===== src/rtl/eag_pkg.sv =====
package eag_pkg;
   typedef enum logic [2:0] {
      MD_IND     = 3'd0,
      MD_POSTINC = 3'd1,
      MD_PREDEC  = 3'd2,
      MD_DISP4   = 3'd3,
      MD_INDEX   = 3'd4,
      MD_GDISP   = 3'd5,
      MD_PCDISP  = 3'd6,
      MD_RSVD    = 3'd7
   } mode_e;

   typedef enum logic [1:0] {
      SZ_BYTE = 2'd0,
      SZ_WORD = 2'd1,
      SZ_LONG = 2'd2,
      SZ_LALT = 2'd3
   } size_e;

   typedef enum logic [1:0] {
      IK_LOGIC = 2'd0,
      IK_ARITH = 2'd1,
      IK_TRAP  = 2'd2,
      IK_ALT   = 2'd3
   } immk_e;

   function automatic logic [1:0] size_shift(input size_e s);
      case (s)
         SZ_BYTE: size_shift = 2'd0;
         SZ_WORD: size_shift = 2'd1;
         default: size_shift = 2'd2;
      endcase
   endfunction
endpackage


===== src/rtl/eag_scale.sv =====
module eag_scale #(
   parameter int IN_W  = 4,
   parameter int OUT_W = 32
) (
   input  logic [IN_W-1:0]  raw,
   input  eag_pkg::size_e   size,
   output logic [OUT_W-1:0] scaled
);
   localparam int PAD_W = OUT_W - IN_W;

   if (IN_W < 1 || PAD_W < 2) begin : g_bad_width
      $error("eag_scale: OUT_W must exceed IN_W by at least 2");
   end

   logic [OUT_W-1:0] zext;
   assign zext = {{PAD_W{1'b0}}, raw};

   always_comb begin
      scaled = zext << eag_pkg::size_shift(size);
   end
endmodule


===== src/rtl/eag_addr.sv =====
module eag_addr #(
   parameter int AW   = 32,
   parameter int SD_W = 4,
   parameter int LD_W = 8,
   parameter bit PC_LONG_MASK = 1'b1
) (
   input  eag_pkg::mode_e  mode,
   input  eag_pkg::size_e  size,
   input  logic [AW-1:0]   base,
   input  logic [AW-1:0]   index,
   input  logic [AW-1:0]   gbase,
   input  logic [AW-1:0]   pc,
   input  logic [LD_W-1:0] disp,
   output logic [AW-1:0]   ea,
   output logic [AW-1:0]   base_new,
   output logic            wb
);
   import eag_pkg::*;

   if (SD_W >= LD_W) begin : g_bad_disp
      $error("eag_addr: short displacement must be narrower than long one");
   end

   logic [AW-1:0] step, off_short, off_long, pc_base, post_val, pre_val;
   logic          is_long;

   eag_scale #(.IN_W(1),    .OUT_W(AW)) u_step  (.raw(1'b1),          .size(size), .scaled(step));
   eag_scale #(.IN_W(SD_W), .OUT_W(AW)) u_short (.raw(disp[SD_W-1:0]), .size(size), .scaled(off_short));
   eag_scale #(.IN_W(LD_W), .OUT_W(AW)) u_long  (.raw(disp),          .size(size), .scaled(off_long));

   assign is_long = (size == SZ_LONG) || (size == SZ_LALT);

   if (PC_LONG_MASK) begin : g_pc_mask
      assign pc_base = is_long ? {pc[AW-1:2], 2'b00} : pc;
   end else begin : g_pc_plain
      assign pc_base = pc;
   end

   assign post_val = base + step;
   assign pre_val  = base - step;

   always_comb begin
      ea       = base;
      base_new = base;
      wb       = 1'b0;
      case (mode)
         MD_POSTINC: begin
            base_new = post_val;
            wb       = 1'b1;
         end
         MD_PREDEC: begin
            ea       = pre_val;
            base_new = pre_val;
            wb       = 1'b1;
         end
         MD_DISP4:  ea = base + off_short;
         MD_INDEX:  ea = base + index;
         MD_GDISP:  ea = gbase + off_long;
         MD_PCDISP: ea = pc_base + off_long;
         default:   ea = base;
      endcase
   end
endmodule


===== src/rtl/eag_imm.sv =====
module eag_imm #(
   parameter int DW = 32,
   parameter int IW = 8
) (
   input  logic [IW-1:0]   imm8,
   input  eag_pkg::immk_e  kind,
   input  eag_pkg::size_e  size,
   input  logic [DW-1:0]   ld_raw,
   output logic [DW-1:0]   imm_ext,
   output logic [DW-1:0]   ld_ext
);
   import eag_pkg::*;

   localparam int HW = 16;

   if (DW < 2 * HW || IW + 2 > DW) begin : g_bad_width
      $error("eag_imm: data width too small");
   end

   logic [DW-1:0] imm_z, imm_s;
   assign imm_z = {{(DW-IW){1'b0}}, imm8};
   assign imm_s = {{(DW-IW){imm8[IW-1]}}, imm8};

   always_comb begin
      case (kind)
         IK_ARITH: imm_ext = imm_s;
         IK_TRAP:  imm_ext = imm_z << 2;
         default:  imm_ext = imm_z;
      endcase
   end

   always_comb begin
      case (size)
         SZ_BYTE: ld_ext = {{(DW-8){ld_raw[7]}}, ld_raw[7:0]};
         SZ_WORD: ld_ext = {{(DW-HW){ld_raw[HW-1]}}, ld_raw[HW-1:0]};
         default: ld_ext = ld_raw;
      endcase
   end
endmodule


===== src/rtl/eag_top.sv =====
module eag_top #(
   parameter int AW   = 32,
   parameter int DW   = 32,
   parameter int SD_W = 4,
   parameter int LD_W = 8,
   parameter int IW   = 8,
   parameter bit MISALIGN_EN  = 1'b1,
   parameter bit PC_LONG_MASK = 1'b1
) (
   input  logic            clk,
   input  logic            rst_n,
   input  logic            in_valid,
   input  logic [2:0]      mode,
   input  logic [1:0]      size,
   input  logic [AW-1:0]   base,
   input  logic [AW-1:0]   index,
   input  logic [AW-1:0]   gbase,
   input  logic [AW-1:0]   pc,
   input  logic [LD_W-1:0] disp,
   input  logic [IW-1:0]   imm8,
   input  logic [1:0]      imm_kind,
   input  logic [DW-1:0]   ld_raw,
   output logic            out_valid,
   output logic [AW-1:0]   ea,
   output logic [AW-1:0]   base_new,
   output logic            wb_en,
   output logic            misalign,
   output logic [DW-1:0]   imm_ext,
   output logic [DW-1:0]   ld_ext
);
   import eag_pkg::*;

   if (AW < 16) begin : g_bad_aw
      $error("eag_top: AW must be at least 16");
   end

   mode_e md;
   size_e sz;
   immk_e ik;
   assign md = mode_e'(mode);
   assign sz = size_e'(size);
   assign ik = immk_e'(imm_kind);

   logic [AW-1:0] ea_c, bn_c;
   logic          wb_c, mis_c;
   logic [DW-1:0] imm_c, ld_c;

   eag_addr #(.AW(AW), .SD_W(SD_W), .LD_W(LD_W), .PC_LONG_MASK(PC_LONG_MASK)) u_addr (
      .mode(md), .size(sz), .base(base), .index(index), .gbase(gbase),
      .pc(pc), .disp(disp), .ea(ea_c), .base_new(bn_c), .wb(wb_c)
   );

   eag_imm #(.DW(DW), .IW(IW)) u_imm (
      .imm8(imm8), .kind(ik), .size(sz), .ld_raw(ld_raw),
      .imm_ext(imm_c), .ld_ext(ld_c)
   );

   if (MISALIGN_EN) begin : g_mis
      always_comb begin
         case (sz)
            SZ_BYTE: mis_c = 1'b0;
            SZ_WORD: mis_c = ea_c[0];
            default: mis_c = |ea_c[1:0];
         endcase
      end
   end else begin : g_nomis
      assign mis_c = 1'b0;
   end

   always_ff @(posedge clk) begin
      if (!rst_n) begin
         out_valid <= 1'b0;
         ea        <= '0;
         base_new  <= '0;
         wb_en     <= 1'b0;
         misalign  <= 1'b0;
         imm_ext   <= '0;
         ld_ext    <= '0;
      end else begin
         out_valid <= in_valid;
         wb_en     <= in_valid & wb_c;
         misalign  <= in_valid & mis_c;
         if (in_valid) begin
            ea       <= ea_c;
            base_new <= bn_c;
            imm_ext  <= imm_c;
            ld_ext   <= ld_c;
         end
      end
   end
endmodule


===== config.mk =====
export PLATFORM = sky130hd
export DESIGN_NAME = eag_top
export DESIGN_NICKNAME = d
export VERILOG_FILES = /design/src/rtl/eag_pkg.sv /design/src/rtl/eag_scale.sv /design/src/rtl/eag_addr.sv /design/src/rtl/eag_imm.sv /design/src/rtl/eag_top.sv
export SDC_FILE = /design/constraint.sdc
export NUM_CORES = 1
export LEC_CHECK = 0
export ABC_CLOCK_PERIOD_IN_PS = 6840
export BUFFER_PORTS_ARGS = -buffer_cell sky130_fd_sc_hd__clkbuf_2
export CORE_MARGIN = 10
export CORE_UTILIZATION = 53
export CTS_CLUSTER_DIAMETER = 80
export DETAILED_ROUTE_END_ITERATION = 10
export GPL_ROUTABILITY_DRIVEN = 0
export PLACE_DENSITY_LB_ADDON = 0.2
export SYNTH_ARGS = -nofsm -noshare
export SYNTH_HDL_FRONTEND = slang
export SYNTH_SLANG_ARGS = --single-unit
export TNS_END_PERCENT = 5

===== constraint.sdc =====
create_clock -name clk -period 6.84 [get_ports clk]
set_clock_uncertainty 0.2 [all_clocks]
set_input_delay 0.342 -clock clk [delete_from_list [all_inputs] [get_ports clk]]
set_output_delay 0.342 -clock clk [all_outputs]
set_load 0.05 [all_outputs]

==> results.sh <==
export IMPL_worstHoldEndpoint="ld_ext[31]$_SDFFE_PN0P_"
export IMPL_die_h_um=157
export IMPL_min_path_type="in2reg"
export IMPL_grt_pass1_vias=10500
export IMPL_crit_path_start_kind="input pin"
export IMPL_hold_viol_final=0
export IMPL_ys_types=80
export IMPL_num_vias=11100
export IMPL_fin_crit_sh=0.699
export IMPL_ant_nets=0
export IMPL_final_nets=1819
export IMPL_firstDrtPassIters=6
export IMPL_p_comb_frac=0.384
export IMPL_die_area_um2=24700
export IMPL_dp_cells=1797
export IMPL_grt_start_max_net_pins=92
export IMPL_coreArea_um2=18600
export IMPL_ys_warn_count=0
export IMPL_p_clk_frac=0.273
export IMPL_wire_per_inst_um=20.3
export IMPL_finalNonFillerCells=1813
export IMPL_ys_ff_latch=110
export IMPL_grt_pass1_wl_mm=56.5
export IMPL_grt_use_total=0.283
export IMPL_cts_resized=0
export IMPL_drv_cap=0
export IMPL_slew_headroom=0.170
export IMPL_r2r_end="ea[30]$_SDFFE_PN0P_"
export IMPL_p_total_mw=2.08
export IMPL_cts_tree="done"
export IMPL_grt_overflow_total=0
export IMPL_multi_input_area_um2=7130
export IMPL_slowest_stage="a21oi_2"
export IMPL_p_leak_nw=5.60
export IMPL_worstPathArrival_ps=4860
export IMPL_postSynthAreaPerCell_um2=7.35
export IMPL_max_freq_mhz=209
export IMPL_power_density_nw_per_um2=178
export IMPL_crit_reg2reg_launch="ea[30]$_SDFFE_PN0P_"
export IMPL_synthFlopType="dfxtp_1"
export IMPL_drt_total_wl_mm=36.8
export IMPL_ff2ff_setup_slack_ps=5370
export IMPL_drv_slew=0
export IMPL_clk_path_buf_depth=2
export IMPL_netlist_area_um2=9980
export IMPL_setup_viol=0
export IMPL_min_from="ld_raw[31]"
export IMPL_io_buffers=316
export IMPL_rows=50
export IMPL_path_clk_slew_ps=90
export IMPL_reg2reg_depth=4
export IMPL_critPathKind="in2reg"
export IMPL_critPathCaptureType="flip-flop"
export IMPL_synthCells=1357
export IMPL_seq_area_um2=2200
export IMPL_async_flop_share=0
export IMPL_vias_per_cell=6.14
export IMPL_drc_errors=0
export IMPL_grt_setup_unrepaired="no"
export IMPL_ios=317
export IMPL_whs_path_depth=3
export IMPL_antenna_cells=0
export IMPL_pwr_share_seq=0.343
export IMPL_min_period_ps=4780
export IMPL_p_sw_mw=0.847
export IMPL_ir_drop_uv=140
export IMPL_clock_root_buffer="clkbuf_16"
export IMPL_sw_frac_of_total=0.407
export IMPL_setup_tns_ps=0
export IMPL_cts_setup_buffers=0
export IMPL_synth_edff_count=0
export IMPL_startpoint="mode[2]"
export IMPL_cp_max_fo=47
export IMPL_final_layout_size_suffix_gt1_frac=0.233
export IMPL_ys_seq_area_frac=0.221
export IMPL_clock_latency_ps=360
export IMPL_hpwl_mm=28.6
export IMPL_clock_sinks=110
export IMPL_critical_path_max_stage_delay_ps=650
export IMPL_area_growth_synth_to_final_pct=17.3
export IMPL_antenna_found_initial=0
export IMPL_die_w_um=157
export IMPL_crit_chain="clkbuf_2, nand3b_1, o21ai_0, ha_1, a21o_1, a21oi_1, o21ai_1, and4_1, a311o_1, a21oi_2, nor3_1, xor2_1, o221a_2, a211oi_1"
export IMPL_status="finished clean"
export IMPL_fillers=1751
export IMPL_initial_core_util=0.535
export IMPL_p_int_mw=1.23
export IMPL_htreeDepth=3
export IMPL_whs_ps=4.68
export IMPL_cts_made_buffers=9
export IMPL_tightest_slew_ps=1250
export IMPL_cp_required_ps=6920
export IMPL_drt_initial_drc_count=1052
power by group through the flow:
stage,registers [mW],clock network (mW),logic (mW)
6_report,0.714,0.568,0.799
5_1_grt,0.720,0.598,0.859
4_1_cts,0.714,0.570,0.789
3_5_place_dp,0.728,0,0.785
3_3_place_gp,0.727,0,0.775
2_1_floorplan,0.893,0,0.388
registers in the layout (all words and copies together), names as in the netlist:
signal	flops
base_new	32
out_valid	1
wb_en	1
imm_ext	11
ea	32
ld_ext	32
misalign	1
worst max-delay path by stage:
stage	slack [ps]	to
4_1_cts	2140	ea[23]$_SDFFE_PN0P_
3_3_place_gp	1970	ea[27]$_SDFFE_PN0P_
3_5_place_dp	1770	ea[23]$_SDFFE_PN0P_
6_report	2060	ea[23]$_SDFFE_PN0P_
2_1_floorplan	1890	ea[25]$_SDFFE_PN0P_
5_1_grt	1680	ea[23]$_SDFFE_PN0P_
timing repair:
item | CTS | global route
hold buffers | 1 | 0
hold endpoints to repair | 1 | 0
endpoints found under the setup margin | 0 | 0
cell usage in the layout (no fill, tap or decap), drive strengths merged, types with 12 or more instances in the layout:
| cell | n |
|---|---|
| nor4 | 13 |
| xor2 | 42 |
| a211oi | 19 |
| ha | 54 |
| o211ai | 15 |
| clkbuf | 324 |
| a221oi | 22 |
| inv | 29 |
| nand3 | 39 |
| nand2 | 135 |
| a21oi | 123 |
| nor2b | 15 |
| xnor2 | 45 |
| and3 | 35 |
| nor2 | 106 |
| buf | 12 |
| dfxtp | 110 |
| o21ai | 139 |
| mux2i | 48 |
| a22oi | 14 |
| a31oi | 21 |
| nand2b | 23 |
| a21o | 25 |
| nor3 | 21 |
critical path, delay by kind of cell:
kind            cells  cell delay (ps)
compound gates      8             2560
simple gates        3              820
xor+xnor            1              180
buf+inv             1              620
fa+ha+maj           1              320
cells in the mapped netlist, drive strengths merged (4+ instances only):
| master | n | area share |
|---|---|---|
| and3 | 35 | 0.022 |
| ha | 54 | 0.068 |
| nor3 | 21 | 0.012 |
| o21bai | 7 | 0.0053 |
| a22oi | 14 | 0.011 |
| or2 | 5 | 0.0031 |
| a21boi | 4 | 0.0030 |
| xnor2 | 45 | 0.040 |
| and2 | 10 | 0.0063 |
| nand3b | 7 | 0.0065 |
| o22ai | 4 | 0.0025 |
| o221a | 4 | 0.0045 |
| a221oi | 22 | 0.019 |
| a21oi | 123 | 0.062 |
| a211oi | 19 | 0.014 |
| clkbuf | 90 | 0.034 |
| mux2 | 5 | 0.0056 |
| nand2b | 23 | 0.014 |
| nand4 | 4 | 0.0025 |
| o211ai | 15 | 0.011 |
| nor4 | 13 | 0.0094 |
| nor2 | 106 | 0.041 |
| nand2 | 135 | 0.051 |
| and4 | 5 | 0.0044 |
| mux2i | 48 | 0.048 |
| a31oi | 21 | 0.013 |
| a21o | 25 | 0.019 |
| xor2 | 42 | 0.037 |
| inv | 26 | 0.0098 |
| nor2b | 15 | 0.0094 |
| o21a | 9 | 0.0068 |
| o21ai | 139 | 0.070 |
| or3 | 10 | 0.0063 |
| nor3b | 5 | 0.0038 |
| buf | 32 | 0.021 |
| or4 | 5 | 0.0041 |
| o31ai | 11 | 0.0083 |
| fa | 4 | 0.0080 |
| dfxtp | 110 | 0.22 |
| nand3 | 39 | 0.020 |
layer usage:
layer | wire length, um | global-route usage
met1 | 15100 | 0.378
met4 | 860 | 0.0766
met3 | 4420 | 0.0729
met2 | 16400 | 0.441
met5 | 0 | 0
cells by family (layout without fill, tap and decap cells):
| family | count (synthesis) | after routing | synth area share |
|---|---|---|---|
| compound gates | 454 | 454 | 0.285 |
| fa+ha+maj | 58 | 58 | 0.0757 |
| buf+inv | 149 | 370 | 0.0653 |
| mux | 53 | 53 | 0.0538 |
| simple gates | 444 | 444 | 0.223 |
| flops | 110 | 110 | 0.221 |
| other cells | 2 | 3 | 0.000753 |
| xor+xnor | 87 | 87 | 0.0764 |
layout make-up:
type / instances / share of cell area
well taps: 234 / 0.0250
multi-input cells: 1099 / 0.609
flip-flops and latches: 110 / 0.188
clock inverters: 6 / 0.00673
inverters: 27 / 0.00866
repair buffers: 328 / 0.143
clock buffers: 9 / 0.0192
metrics by stage:
step           setup slack, ps  utilization  area, um2
2_1_floorplan             1890            -       9980
3_3_place_gp              1970        0.611      11400
3_5_place_dp              1770        0.611      11400
4_1_cts                   2140        0.628      11700
5_1_grt                   1680        0.628      11700
6_report                  2060        0.628      11700
(Power assumes the default switching activity.)
